**config.mk**
```make
export PLATFORM = sky130hd
export DESIGN_NAME = icn_err_capture
export DESIGN_NICKNAME = d
export VERILOG_FILES = /design/src/rtl/icn_err_pkg.sv /design/src/rtl/icn_err_ctrl.sv /design/src/rtl/icn_err_status.sv /design/src/rtl/icn_err_slot.sv /design/src/rtl/icn_err_capture.sv
export SDC_FILE = /design/constraint.sdc
export NUM_CORES = 1
export LEC_CHECK = 0
export BUFFER_PORTS_ARGS = -buffer_cell sky130_fd_sc_hd__clkbuf_2
export CAP_MARGIN = 40
export CORE_MARGIN = 3
export CORE_UTILIZATION = 40
export DETAILED_ROUTE_END_ITERATION = 12
export MAX_ROUTING_LAYER = met4
export PLACE_DENSITY_LB_ADDON = 0.25
export SLEW_MARGIN = 10
export SYNTH_ARGS = -nofsm -noshare
export SYNTH_HDL_FRONTEND = slang
export SYNTH_SLANG_ARGS = --single-unit
```
**constraint.sdc**
```tcl
create_clock -name clk -period 1.9 [get_ports clk]
set_input_delay 0.475 -clock clk [delete_from_list [all_inputs] [get_ports clk]]
set_output_delay 0.475 -clock clk [all_outputs]
set_load 0.01 [all_outputs]
```
**src/rtl/icn_err_pkg.sv**
```systemverilog
// Shared widths, register offsets and field positions for the
// interconnect error detect and capture unit.
package icn_err_pkg;
    localparam int NTYPE    = 4;
    localparam int PADDR_W  = 40;
    localparam int SRC_W    = 8;
    localparam int KIND_W   = 5;
    localparam int AUX_W    = 32;
    localparam int DW       = 32;
    localparam int OFF_W    = 5;
    localparam int CAPV_BIT = 31;
    localparam int KIND_LSB = 26;
    localparam int SRC_LSB  = 18;
    localparam int HI_W     = PADDR_W - 32;

    localparam logic [OFF_W-1:0] OFF_STAT  = 5'h00;
    localparam logic [OFF_W-1:0] OFF_MASK  = 5'h04;
    localparam logic [OFF_W-1:0] OFF_IEN   = 5'h08;
    localparam logic [OFF_W-1:0] OFF_ATTR  = 5'h0C;
    localparam logic [OFF_W-1:0] OFF_AHI   = 5'h10;
    localparam logic [OFF_W-1:0] OFF_ALO   = 5'h14;
    localparam logic [OFF_W-1:0] OFF_ATTR2 = 5'h18;

    typedef struct packed {
        logic [KIND_W-1:0]  kind;
        logic [SRC_W-1:0]   src;
        logic [PADDR_W-1:0] addr;
        logic [AUX_W-1:0]   aux;
    } cap_rec_t;
endpackage

```
**src/rtl/icn_err_ctrl.sv**
```systemverilog
// Control registers: detection mask and interrupt enable, plus decode of
// status-register writes into clear pulses.
// Assumes single-cycle writes; reads have no side effects.
module icn_err_ctrl
    import icn_err_pkg::*;
(
    input  logic             clk,
    input  logic             rst_n,
    input  logic             wr_en,
    input  logic [OFF_W-1:0] wr_off,
    input  logic [DW-1:0]    wr_data,
    output logic [NTYPE-1:0] mask,
    output logic [NTYPE-1:0] ien,
    output logic [NTYPE-1:0] stat_clr,
    output logic             cap_clr
);
    logic stat_wr;
    assign stat_wr = wr_en && (wr_off == OFF_STAT);

    // Write-one-to-clear pulses for the status word.
    always_comb begin
        stat_clr = stat_wr ? wr_data[NTYPE-1:0] : '0;
        cap_clr  = stat_wr && wr_data[CAPV_BIT];
    end

    // Mask and enable registers, loaded by whole-word writes.
    always_ff @(posedge clk) begin
        if (!rst_n) begin
            mask <= '0;
            ien  <= '0;
        end else if (wr_en) begin
            if (wr_off == OFF_MASK) mask <= wr_data[NTYPE-1:0];
            if (wr_off == OFF_IEN)  ien  <= wr_data[NTYPE-1:0];
        end
    end

    // a write elsewhere leaves the mask untouched
    a_r9_mask_hold: assert property (@(posedge clk) disable iff (!rst_n)
        (wr_en && wr_off != OFF_MASK) |=> $stable(mask));
endmodule

```
**src/rtl/icn_err_status.sv**
```systemverilog
// Sticky per-kind status bits and the level interrupt.
// Assumes strobes last one cycle; a set and a clear in one cycle resolve to set.
module icn_err_status
    import icn_err_pkg::*;
(
    input  logic             clk,
    input  logic             rst_n,
    input  logic [NTYPE-1:0] strobe,
    input  logic [NTYPE-1:0] mask,
    input  logic [NTYPE-1:0] ien,
    input  logic [NTYPE-1:0] clr,
    output logic [NTYPE-1:0] stat,
    output logic [NTYPE-1:0] hit,
    output logic             irq
);
    // Detection qualified by the mask.
    assign hit = strobe & ~mask;

    for (genvar k = 0; k < NTYPE; k++) begin : g_bit
        // Sticky bit: set by a detected error, cleared by a write of one.
        always_ff @(posedge clk) begin
            if (!rst_n) stat[k] <= 1'b0;
            else        stat[k] <= hit[k] | (stat[k] & ~clr[k]);
        end
    end

    // Interrupt from enabled status bits.
    assign irq = |(stat & ien);

    // a detected error is recorded next cycle, whatever the write
    a_r2_sticky_set: assert property (@(posedge clk) disable iff (!rst_n)
        (hit != '0) |=> ((stat & $past(hit)) == $past(hit)));
    // a masked strobe never raises a clear bit
    a_r3_masked: assert property (@(posedge clk) disable iff (!rst_n)
        ((strobe & mask & ~stat) != '0) |=> ((stat & $past(strobe & mask & ~stat)) == '0));
    // a cleared bit with no strobe reads zero next cycle
    a_r4_w1c: assert property (@(posedge clk) disable iff (!rst_n)
        (clr != '0 && strobe == '0) |=> ((stat & $past(clr)) == '0));
    // without strobe or clear the status holds
    a_r2_hold: assert property (@(posedge clk) disable iff (!rst_n)
        (clr == '0 && strobe == '0) |=> $stable(stat));
endmodule

```
**src/rtl/icn_err_slot.sv**
```systemverilog
// Capture slot: records the first detected error and freezes until released.
// Assumes a release and a new error in one cycle load the new error.
module icn_err_slot
    import icn_err_pkg::*;
(
    input  logic               clk,
    input  logic               rst_n,
    input  logic               any_hit,
    input  logic               cap_clr,
    input  logic [KIND_W-1:0]  ev_kind,
    input  logic [SRC_W-1:0]   ev_src,
    input  logic [PADDR_W-1:0] ev_addr,
    input  logic [AUX_W-1:0]   ev_aux,
    output logic               capv,
    output cap_rec_t           rec
);
    logic take;
    assign take = any_hit && (!capv || cap_clr);

    // Valid flag and type: set on capture, cleared on release.
    always_ff @(posedge clk) begin
        if (!rst_n) begin
            capv     <= 1'b0;
            rec.kind <= '0;
        end else if (take) begin
            capv     <= 1'b1;
            rec.kind <= ev_kind;
        end else if (cap_clr) begin
            capv     <= 1'b0;
            rec.kind <= '0;
        end
    end

    // Address, requester and auxiliary word: loaded only on capture.
    always_ff @(posedge clk) begin
        if (!rst_n) begin
            rec.src  <= '0;
            rec.addr <= '0;
            rec.aux  <= '0;
        end else if (take) begin
            rec.src  <= ev_src;
            rec.addr <= ev_addr;
            rec.aux  <= ev_aux;
        end
    end

    // a fresh capture holds the inputs of its cycle
    a_r6_capture: assert property (@(posedge clk) disable iff (!rst_n)
        $rose(capv) |-> (rec.addr == $past(ev_addr) && rec.src == $past(ev_src)));
    // a held capture is frozen until released
    a_r7_frozen: assert property (@(posedge clk) disable iff (!rst_n)
        (capv && !cap_clr) |=> (capv && $stable(rec)));
    // release without a new error empties the slot
    a_r8_release: assert property (@(posedge clk) disable iff (!rst_n)
        (cap_clr && !any_hit) |=> (!capv && rec.kind == '0));
endmodule

```
**src/rtl/icn_err_capture.sv**
```systemverilog
// Top of the interconnect error detect and capture unit: wires control,
// status and capture slot, and drives the combinational read mux.
// Assumes a byte-offset register bus with single-cycle writes.
module icn_err_capture
    import icn_err_pkg::*;
(
    input  logic               clk,
    input  logic               rst_n,
    input  logic [NTYPE-1:0]   err_strobe,
    input  logic [PADDR_W-1:0] err_addr,
    input  logic [SRC_W-1:0]   err_src,
    input  logic [KIND_W-1:0]  err_kind,
    input  logic [AUX_W-1:0]   err_aux,
    input  logic               bus_wr,
    input  logic [OFF_W-1:0]   bus_off,
    input  logic [DW-1:0]      bus_wdata,
    output logic [DW-1:0]      bus_rdata,
    output logic               irq
);
    logic [NTYPE-1:0] mask, ien, stat_clr, stat, hit;
    logic             cap_clr, capv;
    cap_rec_t         rec;

    icn_err_ctrl u_ctrl (
        .clk(clk), .rst_n(rst_n), .wr_en(bus_wr), .wr_off(bus_off),
        .wr_data(bus_wdata), .mask(mask), .ien(ien),
        .stat_clr(stat_clr), .cap_clr(cap_clr)
    );

    icn_err_status u_stat (
        .clk(clk), .rst_n(rst_n), .strobe(err_strobe), .mask(mask),
        .ien(ien), .clr(stat_clr), .stat(stat), .hit(hit), .irq(irq)
    );

    icn_err_slot u_slot (
        .clk(clk), .rst_n(rst_n), .any_hit(|hit), .cap_clr(cap_clr),
        .ev_kind(err_kind), .ev_src(err_src), .ev_addr(err_addr),
        .ev_aux(err_aux), .capv(capv), .rec(rec)
    );

    // Read mux: unused bits and unlisted offsets return zero.
    always_comb begin
        bus_rdata = '0;
        case (bus_off)
            OFF_STAT: begin
                bus_rdata[CAPV_BIT]                   = capv;
                bus_rdata[KIND_LSB +: KIND_W]         = rec.kind;
                bus_rdata[NTYPE-1:0]                  = stat;
            end
            OFF_MASK:  bus_rdata[NTYPE-1:0]           = mask;
            OFF_IEN:   bus_rdata[NTYPE-1:0]           = ien;
            OFF_ATTR:  bus_rdata[SRC_LSB +: SRC_W]    = rec.src;
            OFF_AHI:   bus_rdata[HI_W-1:0]            = rec.addr[PADDR_W-1:32];
            OFF_ALO:   bus_rdata                      = rec.addr[31:0];
            OFF_ATTR2: bus_rdata                      = rec.aux;
            default:   bus_rdata                      = '0;
        endcase
    end

    // the interrupt never stands without an enabled status bit
    a_r5_irq_source: assert property (@(posedge clk) disable iff (!rst_n)
        irq |-> ((stat & ien) != '0));
    // right after reset nothing is pending
    a_r1_reset_quiet: assert property (@(posedge clk)
        $past(!rst_n) |-> (!irq && !capv));
endmodule

```
Word-level counts from Yosys, hierarchy flattened

Cells that the tools add are included.

Multiplexer cells: 10
Bitwise logic cells: 15
Reductions and logical operators: 11
Equality and inequality tests: 6

Operators with widths:

| kind                                                                   | count |
|---|---|
| 4-bit case mux with 6 select lines                                     | 1 |
| 8-bit case mux with 3 select lines                                     | 1 |
| 10-bit case mux with 2 select lines                                    | 1 |
| 6-bit case mux with 3 select lines                                     | 1 |
| 5-bit equality test (second input constant)                            | 3 |
| 4-bit case mux with 3 select lines                                     | 1 |
| 5-bit by 4-bit equality test with 1-bit output (second input constant) | 2 |
| 5-bit 2-to-1 mux                                                       | 2 |
| 4-bit bitwise AND                                                      | 2 |
| 4-bit OR reduction                                                     | 2 |
| 5-bit by 3-bit equality test with 1-bit output (second input constant) | 1 |
| 5-bit logical NOT                                                      | 1 |
| 1-bit bitwise AND                                                      | 4 |
| 4-bit 2-to-1 mux                                                       | 1 |
| 1-bit inverter                                                         | 4 |
| 4-bit inverter                                                         | 1 |
| 1-bit bitwise OR                                                       | 4 |
| 2-bit AND reduction                                                    | 2 |
| 1-bit logical AND                                                      | 3 |
| 1-bit 2-to-1 mux                                                       | 2 |
| 2-bit nonzero test                                                     | 1 |
| 1-bit logical NOT                                                      | 1 |
| 1-bit logical OR                                                       | 1 |

Bits in registers: 98
Logic and storage cells: 53
Input bits: 129
Output and inout port bits: 33

Logic depth before layout (Yosys ltp)

Depth in word-level cells: 6
Depth in mapped cells: 6
Depth with buffers taken out: 4

Hierarchy

A second synthesis with hierarchy kept.

Cells, all modules: 522
Area total of the unflattened synthesis: 4832.1 um2

Modules (own cells, without submodules):

| module          | sequential area each (um2) | cells an instance | area each (um2) | instances |
|---|---|---|---|---|
| icn_err_slot    | 1721.7                     | 375               | 3505.9          | 1 |
| icn_err_capture | 0.0                        | 90                | 732.0           | 1 |
| icn_err_ctrl    | 160.2                      | 38                | 385.4           | 1 |
| icn_err_status  | 80.1                       | 19                | 209.0           | 1 |

Worst setup path before layout

Ideal clock, no wire load.

Kind: input -> output
From: input bus_off[1]
To: output bus_rdata[18]
Arrival time: 1.565 ns
Data required time: 1.425 ns
Buffers on the path: 1
Slack: -0.140 ns
Stages on the path: 5
Cells stage by stage: or3b_1 nor2_1 clkbuf_1 nand2_1 nand2_1

Word-level cells in the longest chain between the ends: 2
Elaborated cells on any way between the ends: 4
Those cells by class: eq/ne: 3; mux: 1

RTL lines:

| element                                                                               | RTL line              | text |
|---|---|---|
| start: declaration                                                                    | icn_err_capture.sv:15 | `input logic [OFF_W-1:0] bus_off,` |
| 5-bit equality test or 5-bit by 4-bit equality test with 1-bit output (tied branches) | icn_err_capture.sv:44 | `case (bus_off)` |
| 8-bit case mux with 3 select lines (*)                                                | icn_err_capture.sv:44 |  |
| end: declaration                                                                      | icn_err_capture.sv:17 | `output logic [DW-1:0] bus_rdata,` |

Mark *: on every way between the ends. The rest lies on a longest branch, timed or not.

Worst setup path after layout

From: input bus_off[1]
To: output bus_rdata[3]

Word-level cells in the longest chain between the ends: 2
Elaborated cells on any way between the ends: 7
Those cells by class: eq/ne: 5; mux: 1; reduce/logical: 1

RTL lines:

| element                                     | RTL line |
|---|---|
| 5-bit equality test (tied with other cells) | icn_err_capture.sv:44 |
| 4-bit case mux with 6 select lines (*)      | icn_err_capture.sv:44 |

Marks and branches as above.

==> results.json <==
{
  "finalHoldViolCount": 0,
  "worstMarginPinSlew_ps": 335,
  "drv_slew": 0,
  "drc": 0,
  "cp_data_required_time_ps": 1420,
  "grt_pass1_vias": 3972,
  "final_cell_mix": "nand2_1, clkbuf_2, dfxtp_1, mux2i_1, buf_2",
  "wl_um": 11300,
  "cp-end-kind": "output port",
  "die-area_um2": 12600,
  "worst_slew_margin_rel": 0.775,
  "path_max_fanout": 18,
  "synth_fp_nets": 660,
  "power_density_nw_per_um2": 779,
  "stdcell_area_um2": 5910,
  "grt_setup_unrepaired": "yes",
  "slowest_stage": "or3b_4",
  "gp_congestion": 0.841,
  "cts_tree": "yes",
  "clkLatencyLatePin_ps": 330,
  "status": "finished, violations left",
  "grt_pass1_wl_um": 18400,
  "vias_per_cell": 4.99,
  "die_h_um": 112,
  "synthAdderAreaFrac": 0,
  "synth_area_um2": 4500,
  "clock_sinks": 98,
  "drt_iter0_markers": 316,
  "dr.pass1.iters": 5,
  "start_kind": "primary input",
  "synth_top_area_frac": 0.436,
  "nFillCells": 996,
  "synth_area_leaders": "dfxtp_1, mux2i_1, nand2_1",
  "cts_made_buffers": 9,
  "leakagePower_nw": 2.86,
  "initial_utilization": 0.411,
  "synth_xor_area_frac": 0,
  "antenna-diode-count": 0,
  "via_count": 4060,
  "layout_setup_ws_ps": -296,
  "critPathMaxStageDelay_ps": 450,
  "postRouteAntennaNets": 0,
  "ir_drop_mv": 0.380,
  "nets": 798,
  "critPathBufInv": 3,
  "cap_violations": 0,
  "synth-compound-area-share": 0.104,
  "yosysWarnings": 0,
  "hpwlAfterDp_um": 8150,
  "total_power_mw": 4.60,
  "final.setup.tns_ps": -7930,
  "syn2layout_area_growth_pct": 31.3,
  "grt_start_max_net_pins": 68,
  "cp.arrival_ps": 1720,
  "synthSimpleGateAreaFrac": 0.224,
  "fmax_ghz": 0.455,
  "clockRootBuffer": "clkbuf_16",
  "ys_seq_elements": 98,
  "antenna_found_initial": 0,
  "post_drt_wl_per_cell_um": 13.9,
  "worstSetupPathType": "primary input to output port",
  "synth_top_family_by_area": "simple AND/OR/NAND/NOR gates",
  "numPortBuffers": 134,
  "gr-total-overflow": 0,
  "gr-usage-all-layers": 0.184,
  "path_clk_slew_ps": 60,
  "hold_class": "primary input to flop",
  "drive_gt1_frac": 0.293,
  "setup_viol": 32,
  "synth_area_leader_cell": "dfxtp_1",
  "dpl-instance-area_um2": 5530,
  "synth.area.mux_share": 0.189,
  "ioPinCount": 162,
  "cts_buffer_depth": 2,
  "die_width_um": 112,
  "yosysUniqueCellTypes": 27,
  "fin_worst_skew_ps": 3.35,
  "ys_seq_area_frac": 0.436,
  "syn_inst": 531,
  "cp_cell_sequence": "clkbuf_2, or3b_4, nor2_4, buf_12, a22oi_1, nand3_1, buf_2",
  "synth.avg_cell_area_um2": 8.47,
  "num_rows": 38,
  "layout_commonest_cell": "nand2_1",
  "htree_levels": 3,
  "core_area_um2": 10900,
  "post-route-period-util": 1.16,
  "critPathTopFamily": "simple AND/OR/NAND/NOR gates",
  "violations": "setup timing",
  "fin_crit_ps": 2200
}
==> logic make-up (layout without fill, tap and decap cells) <==
group,count (synthesis),count (layout)
and+or+nand+nor,245,245
AOI/OAI and AO/OA,61,61
muxes,85,85
DFF,98,98
buffers and inverters,42,184
==> path summary, 6_finish.rpt <==
kind	from	to	slack [ps]	cells after the start
worst max-delay path	bus_off[1]	bus_rdata[3]	-300	7
worst min-delay path	err_addr[16]	u_slot.rec[48]	360	3
worst min register to register	u_slot.rec[12]	u_slot.rec[12]	460	2
worst max register to register	u_ctrl.mask[0]	u_slot.rec[14]	260	6
==> final cells by class <==
class / count / area [µm²] / share of cell area
tap: 140 / 175 / 0.0297
sequential: 98 / 1960 / 0.332
clock buffer: 12 / 246 / 0.0417
inverter: 4 / 15.0 / 0.00254
timing repair buffer: 165 / 1050 / 0.178
multi-input combinational: 391 / 2420 / 0.410
clock inverter: 3 / 40.0 / 0.00678
==> per-stage QoR <==
step	hold WS (ps)	cells	utilization	worst slack [ps]
4_1_cts	353	812	0.534	-292
5_1_grt	363	813	0.540	-347
2_1_floorplan	434	531	-	-24.7
3_5_place_dp	447	797	0.505	-326
6_report	363	813	0.540	-296
3_3_place_gp	442	797	0.505	-317
==> report_power, final <==
part           switching [mW]  internal [mW]  total [mW]
Clock                   0.715           1.05        1.76
Sequential             0.0784           2.19        2.27
Combinational           0.286          0.281       0.568
Total                    1.08           3.52        4.60
==> metal layers <==
layer  share of wire  wire length [µm]  global-route usage  vias up
li1                -                 -                   -     2070
met1            0.46              5170               0.240     1858
met4           0.013               144              0.0617        0
met5               0                 0                   -        -
met3           0.049               551              0.0302       13
met2            0.48              5430               0.292      119
==> cells in the mapped netlist, drive strengths merged <==
cell type and number:
a31oi 4, nand2b 2, clkbuf 23, nor3 3, dfxtp 98, a22o 10, o21ai 4, nand4b 2
inv 4, a222oi 4, or3b 1, nand2 209, nand3 12, a21boi 10, a22oi 28, buf 15
a21oi 1, or3 1, and3 1, mux2i 85, nor2b 8, and4bb 1, nor2 4, nor4 1
==> tightest hold or removal path, stage by stage <==
cell	delay, ps
clkbuf_2	80
nand2_1	40
mux2i_1	50
==> flip-flops by register name (all words and copies together) (netlist names) <==
signal       flops
u_slot.capv      1
u_stat.stat      4
u_ctrl.mask      4
u_ctrl.ien       4
u_slot.rec      85
==> what timing repair did <==
item                       4_1_cts  5_1_grt
buffers inserted                 0        1
hold endpoints to repair         0        0
resized for setup                7       41
setup endpoints to repair       32       32
hold buffers                     0        0
pin swaps                        1        1
Power figures use the tool's default switching activity.
